## src/rtl/memld_pkg.sv

```systemverilog
package memld_pkg;
  typedef enum logic [1:0] {
    MODE_RUN  = 2'b00,
    MODE_STEP = 2'b01,
    MODE_SET  = 2'b10,
    MODE_RSVD = 2'b11
  } panel_mode_e;

  typedef struct packed {
    logic clr;
    logic wr;
    logic adv;
  } panel_cmd_t;
endpackage

```

## src/rtl/memld_gate.sv

```systemverilog
module memld_gate
  import memld_pkg::*;
(
  input  logic [1:0] mode_sel,
  input  logic       pls_clear,
  input  logic       pls_step,
  input  logic       pls_skip,
  output panel_cmd_t cmd
);
  logic set_mode;

  always_comb begin
    set_mode = (mode_sel == MODE_SET);
    cmd.clr  = set_mode & pls_clear;
    cmd.wr   = set_mode & pls_step & ~pls_clear;
    cmd.adv  = set_mode & pls_skip & ~pls_step & ~pls_clear;
  end
endmodule

```

## src/rtl/memld_strobe.sv

```systemverilog
module memld_strobe #(
  parameter int DATA_W = 8
) (
  input  logic              clk,
  input  logic              rst_n,
  input  logic              wr_req,
  input  logic [DATA_W-1:0] sw_data,
  output logic              we_o,
  output logic [DATA_W-1:0] wdata_o
);
  logic              we_d;
  logic [DATA_W-1:0] wdata_d;
  logic              wdata_en;

  always_comb begin
    we_d     = wr_req;
    wdata_en = wr_req;
    wdata_d  = sw_data;
  end

  always_ff @(posedge clk or negedge rst_n) begin
    if (!rst_n) begin
      we_o <= 1'b0;
    end else begin
      we_o <= we_d;
    end
  end

  always_ff @(posedge clk or negedge rst_n) begin
    if (!rst_n) begin
      wdata_o <= '0;
    end else if (wdata_en) begin
      wdata_o <= wdata_d;
    end
  end
endmodule

```

## src/rtl/memld_ptr.sv

```systemverilog
module memld_ptr #(
  parameter int ADDR_W = 7
) (
  input  logic              clk,
  input  logic              rst_n,
  input  logic              clr,
  input  logic              adv_skip,
  input  logic              adv_write,
  output logic [ADDR_W-1:0] ptr_o
);
  logic [ADDR_W-1:0] ptr_d;
  logic [ADDR_W-1:0] inc_amt;
  logic              ptr_en;

  always_comb begin
    inc_amt = ADDR_W'(adv_skip) + ADDR_W'(adv_write);
    ptr_en  = clr | adv_skip | adv_write;
    if (clr) begin
      ptr_d = '0;
    end else begin
      ptr_d = ptr_o + inc_amt;
    end
  end

  always_ff @(posedge clk or negedge rst_n) begin
    if (!rst_n) begin
      ptr_o <= '0;
    end else if (ptr_en) begin
      ptr_o <= ptr_d;
    end
  end
endmodule

```

## src/rtl/memld_panel_loader.sv

```systemverilog
module memld_panel_loader
  import memld_pkg::*;
#(
  parameter int ADDR_W = 7,
  parameter int BUS_AW = 8,
  parameter int DATA_W = 8
) (
  input  logic              clk,
  input  logic              rst_n,
  input  logic [1:0]        mode_sel,
  input  logic              pls_clear,
  input  logic              pls_step,
  input  logic              pls_skip,
  input  logic [DATA_W-1:0] sw_data,
  output logic [BUS_AW-1:0] ram_addr,
  output logic [DATA_W-1:0] ram_wdata,
  output logic              ram_we,
  output logic [ADDR_W-1:0] disp_ptr
);
  localparam int PAD_W = BUS_AW - ADDR_W;

  panel_cmd_t        cmd;
  logic [ADDR_W-1:0] ptr;

  memld_gate u_gate (
    .mode_sel  (mode_sel),
    .pls_clear (pls_clear),
    .pls_step  (pls_step),
    .pls_skip  (pls_skip),
    .cmd       (cmd)
  );

  memld_strobe #(.DATA_W(DATA_W)) u_strobe (
    .clk     (clk),
    .rst_n   (rst_n),
    .wr_req  (cmd.wr),
    .sw_data (sw_data),
    .we_o    (ram_we),
    .wdata_o (ram_wdata)
  );

  memld_ptr #(.ADDR_W(ADDR_W)) u_ptr (
    .clk       (clk),
    .rst_n     (rst_n),
    .clr       (cmd.clr),
    .adv_skip  (cmd.adv),
    .adv_write (ram_we),
    .ptr_o     (ptr)
  );

  generate
    if (PAD_W > 0) begin : g_pad
      assign ram_addr = {{PAD_W{1'b0}}, ptr};
    end else begin : g_nopad
      assign ram_addr = ptr[BUS_AW-1:0];
    end
  endgenerate

  assign disp_ptr = ptr;
endmodule

```

## config.mk

```make
export PLATFORM = sky130hd
export DESIGN_NAME = memld_panel_loader
export DESIGN_NICKNAME = d
export VERILOG_FILES = /design/src/rtl/memld_pkg.sv /design/src/rtl/memld_gate.sv /design/src/rtl/memld_strobe.sv /design/src/rtl/memld_ptr.sv /design/src/rtl/memld_panel_loader.sv
export SDC_FILE = /design/constraint.sdc
export NUM_CORES = 1
export LEC_CHECK = 0
export BUFFER_PORTS_ARGS = -buffer_cell sky130_fd_sc_hd__buf_2
export CAP_MARGIN = 10
export CORE_MARGIN = 4
export CORE_UTILIZATION = 48
export CTS_CLUSTER_DIAMETER = 150
export CTS_CLUSTER_SIZE = 28
export DETAILED_ROUTE_END_ITERATION = 6
export HOLD_SLACK_MARGIN = 0.03
export PLACE_DENSITY = 0.78
export SYNTH_ARGS = -nofsm -noshare
export SYNTH_HDL_FRONTEND = slang
export SYNTH_SLANG_ARGS = --single-unit
```

## constraint.sdc

```tcl
create_clock -name clk -period 6 [get_ports clk]
set_clock_uncertainty 0.15 [all_clocks]
set_input_delay 0.3 -clock clk [delete_from_list [all_inputs] [get_ports clk]]
set_output_delay 0.3 -clock clk [all_outputs]
set_load 0.02 [all_outputs]
```

After elaboration in Yosys (flattened, before gate mapping)
Index checks and enable logic that the tools add are counted.
{ "classes": {"muxes": 1, "bitwise": 10, "add_sub_neg": 2, "n_eq_ne": 1} }
{ "ops": {"columns": ["op", "n"], "rows": [
  ["$add A7 B7 Y7", 1],
  ["$mux W7", 1],
  ["$and A1 B1 Y1", 6],
  ["$add A1 B1 Y2", 1],
  ["$eq A2 B2 Y1 const B", 1],
  ["$not A1 Y1", 2],
  ["$or A1 B1 Y1", 2]
]} }
{ "word_totals": {"input_bits": 15, "regBits": 16} }

Depth between registers and ports, before layout
{ "depth": {"word_depth": 7, "ltp_mapped": 9, "mapped_depth_nobuf": 9} }

Cells and area by module
A second synthesis with hierarchy kept.
{ "unflattened": {"cells_unflattened": 69, "hier_area_um2": 857.1} }
{ "modules_own_cells": {"columns": ["module", "area_each_um2", "seq_area_each_um2", "cells_each", "instances"], "rows": [
  ["memld_ptr", 379.1, 175.2, 37, 1],
  ["memld_strobe", 356.6, 225.2, 18, 1],
  ["memld_panel_loader", 63.8, 0.0, 9, 1],
  ["memld_gate", 57.6, 0.0, 5, 1]
]} }

Least setup slack after synthesis
OpenSTA, ideal clock, no wires.
{ "synth_path": {"path_type": "in2reg", "from": "in pls_step", "to": "reg u_ptr.ptr_o[6]", "arrival_ns": 1.951, "path_buffers": 0, "required_time_ns": 5.726, "setup_time_ns": 0.124, "setup_slack_ns": 3.775, "stages": 9, "path_cell_list": "and2b_1 nor3b_1 ha_1 ha_1 fa_1 and3_1 nand3_1 or3_1 a21oi_1"} }
{ "synth_between": {"elab_chain_cells": 6} }
{ "synth_lines": {"columns": ["item", "line_no", "rtl"], "rows": [
  ["start, declared", "memld_panel_loader.sv:12", "input logic pls_step,"],
  ["$not A1 Y1 (*)", "memld_gate.sv:16", "cmd.adv = set_mode & pls_skip & ~pls_step & ~pls_clear;"],
  ["$and A1 B1 Y1 (*) (2 in a row)", "memld_gate.sv:16", null],
  ["$add A1 B1 Y2", "memld_ptr.sv:16", "inc_amt = ADDR_W'(adv_skip) + ADDR_W'(adv_write);"],
  ["$add A7 B7 Y7", "memld_ptr.sv:21", "ptr_d = ptr_o + inc_amt;"],
  ["$mux W7", "memld_ptr.sv:18", "if (clr) begin"],
  ["end signal, assigned", "memld_ptr.sv:29", "ptr_o <= ptr_d;"],
  ["end, declared", "memld_ptr.sv:9", "output logic [ADDR_W-1:0] ptr_o"]
]} }
Mark *: on every way between the ends. The rest lies on a longest branch, timed or not.
A chain may end at the register's enable or synchronous reset.

Final worst setup path
Same ends and word-level chain as after synthesis.

==> results.json <==
{
  "p_leak_nw": 0.539,
  "syn_inst": 77,
  "hold_class": "in2reg",
  "avgSynthCellArea_um2": 11.0,
  "grt_max_degree": 17,
  "ys_ff_latch": 16,
  "dp.cells": 128,
  "worstMarginPinSlew_ps": 1100,
  "setup_viol": 0,
  "drt_pass1_iterations": 4,
  "nNetsFinal": 129,
  "grt_pass1_wl_um": 2880,
  "area_growth_pct": 20.2,
  "root_buffer": "clkbuf_4",
  "start_util": 0.531,
  "crit-reg2reg-launch": "u_strobe.we_o",
  "viasPerCell": 5.02,
  "drt_iter0_drc": 6,
  "cpPeakStageDelay_ps": 390,
  "crit_top_cell": "ha_1",
  "cts_made_buffers": 3,
  "switchingPower_w": 0.0000882,
  "antenna_found_initial": 0,
  "crit_cells": 10,
  "wl_per_cell_um": 12.3,
  "drc": 0,
  "ctsResizeCount": 0,
  "cp-start-kind": "input port",
  "drv_slew": 0,
  "io_buffers": 37,
  "placed_cell_area_um2": 986,
  "final_design_area_no_fill_um2": 1020,
  "globalplace.congestion": 0.805,
  "seq_area_frac_synth": 0.473,
  "period_share": 0.368,
  "seq_area_um2": 400,
  "grt-ovfl-total": 0,
  "critical_path_class": "in2reg",
  "ant_nets": 0,
  "dp_hpwl_um": 1300,
  "cp.required_ps": 6000,
  "insertedDiodeCount": 0,
  "worst-r2r-setup-slack_ps": 3870,
  "grt_usage": 0.146,
  "crit_chain": "buf_2 > and2b_1 > nor3b_1 > ha_1 > ha_1 > fa_1 > and3_1 > nand3_1 > or3_1 > a21oi_1",
  "status": "complete, no violations",
  "cp_max_fo": 3,
  "netSwitchingFraction": 0.331,
  "holdPathStages": 2,
  "synthesis.nets": 96,
  "seq_power_share": 0.504,
  "cts_setup_buffers": 0,
  "dieArea_um2": 2500,
  "end_kind": "flip-flop",
  "power.share.clock": 0.200,
  "fin_tns_setup_ps": 0,
  "p_int_w": 0.000178,
  "multi_input_area_um2": 367,
  "cts_sinks": 16,
  "num_vias": 663,
  "fp.dieH_um": 50.0,
  "power_w": 0.000266,
  "crit_arrival_ps": 2210,
  "wl_um": 1620,
  "path_buf_inv": 1,
  "rsz0062_at_grt": "no",
  "dieWidth_um": 50.0,
  "ir_drop_uv": 184,
  "crit_slowest_cell": "fa_1",
  "drv_cap": 0,
  "p_comb_frac": 0.296,
  "coreArea_um2": 1590,
  "fin_cells": 132,
  "htreeDepth": 1,
  "r2r_cells": 7,
  "path_clk_slew_ps": 90,
  "min_from": "sw_data[6]",
  "clockBufferDepth": 2,
  "yosys.cell_types.count": 27,
  "num-fill-cells": 148,
  "layout-drive-gt1-share": 0.444,
  "slew_headroom": 0.263,
  "ios": 39,
  "grt_pass1_vias": 669,
  "cp_top_family": "simple AND/OR/NAND/NOR gates",
  "fmax_mhz": 453,
  "cts_tree": "yes",
  "synth-warning-count": 0,
  "syn_area_um2": 847,
  "period_minus_slack_ps": 2210,
  "power.density_nw_per_um2": 262,
  "clkLatencyLatePin_ps": 270,
  "critical_path.startpoint": "pls_step",
  "hold_violations": 0,
  "rows": 14
}
path summary, 6_finish.rpt:
| kind | to |
|---|---|
| setup / recovery | u_ptr.ptr_o[6] |
| hold / removal | u_strobe.wdata_o[6] |
| setup reg to reg | u_ptr.ptr_o[6] |
| hold reg to reg | u_strobe.wdata_o[6] |
| max in group asynchronous | u_strobe.wdata_o[1] |
| min in group asynchronous | u_ptr.ptr_o[0] |
routing by layer:
metal | GRT usage | wire length [µm] | up-vias
met4 | 0.0276 | 0 | 0
met5 | 0 | 0 | -
met1 | 0.169 | 692 | 306
met3 | 0.0452 | 151 | 0
met2 | 0.261 | 780 | 31
li1 | - | - | 326
layout make-up:
type / count / share of cell area
Sequential cell: 16 / 0.393
Multi-Input combinational cell: 50 / 0.360
Timing Repair Buffer: 38 / 0.192
Tap cell: 24 / 0.0295
Clock buffer: 3 / 0.0221
Inverter: 1 / 0.00369
cell usage after synthesis (all sizes together):
cell type / instances / area [µm²]
buf: 10 / 76.3
and3b: 1 / 8.76
and2b: 2 / 16.3
inv: 1 / 3.75
or2: 1 / 6.26
ha: 3 / 37.5
nand3: 1 / 5.00
dfrtp: 16 / 400
nor3b: 2 / 15.0
nand2b: 2 / 12.5
nand4b: 1 / 8.76
a21oi: 6 / 30.0
nand2: 6 / 22.5
conb: 1 / 3.75
or3: 4 / 25.0
mux2: 8 / 90.1
fa: 1 / 20.0
o21ai: 7 / 35.0
o22ai: 1 / 12.5
o31ai: 1 / 7.51
nor2: 1 / 3.75
and3: 1 / 6.26
kinds of logic (layout without fill, tap and decap cells):
group | after synthesis | in the layout | share of synthesized area
AND/OR/NAND/NOR | 22 | 22 | 0.154
flip-flops | 16 | 16 | 0.473
AO/OA/AOI/OAI | 15 | 15 | 0.100
buffers and inverters | 11 | 42 | 0.0945
multiplexers | 8 | 8 | 0.106
adder cells (fa/ha/maj) | 4 | 4 | 0.0680
other | 1 | 1 | 0.00443
power groups by stage:
stage	clock, W	combinational, W	sequential [W]
2_1_floorplan	0	0.0000346	0.000157
3_3_place_gp	0	0.0000782	0.000136
3_5_place_dp	0	0.0000795	0.000136
5_1_grt	0.0000625	0.0000869	0.000137
4_1_cts	0.0000554	0.0000802	0.000134
6_report	0.0000533	0.0000789	0.000134
flip-flops by register name, summed over array words and instances, names as in the netlist:
register          count
u_strobe.wdata_o      8
u_ptr.ptr_o           7
u_strobe.we_o         1
worst reg2reg max path, stage by stage (launching register included):
cell and delay (ps):
dfrtp_1 430, ha_1 320, ha_1 210, fa_1 390
and3_1 230, nand3_1 100, or3_1 110, a21oi_1 60
through the flow:
| step | util | hold WS (ps) | setup slack [ps] |
|---|---|---|---|
| finish | 0.639 | 84.6 | 3790 |
| global route | 0.639 | 80.9 | 3690 |
| CTS | 0.639 | 82.7 | 3780 |
| detailed placement | 0.619 | 84.6 | 3500 |
| global placement | 0.619 | 81.4 | 3610 |
| floorplan | - | -146 | 3780 |
timing repair:
item,4_1_cts,5_1_grt
endpoints found under the setup margin,0,0
hold endpoints to repair,16,0
hold buffers,1,0
cells in the final DEF (no fill, tap or decap), drive strengths merged:
| cell | netlist | layout |
|---|---|---|
| nor2 | 1 | 1 |
| nor3b | 2 | 2 |
| nand3 | 1 | 1 |
| mux2 | 8 | 8 |
| ha | 3 | 3 |
| and2b | 2 | 2 |
| inv | 1 | 1 |
| fa | 1 | 1 |
| conb | 1 | 1 |
| or3 | 4 | 4 |
| clkbuf | 0 | 3 |
| dlygate4sd3 | 0 | 1 |
| a21oi | 6 | 6 |
| and3b | 1 | 1 |
| o21ai | 7 | 7 |
| or2 | 1 | 1 |
| nand4b | 1 | 1 |
| buf | 10 | 37 |
| and3 | 1 | 1 |
| o22ai | 1 | 1 |
| nand2 | 6 | 6 |
| nand2b | 2 | 2 |
| o31ai | 1 | 1 |
| dfrtp | 16 | 16 |
Power figures use the tool's default switching activity.
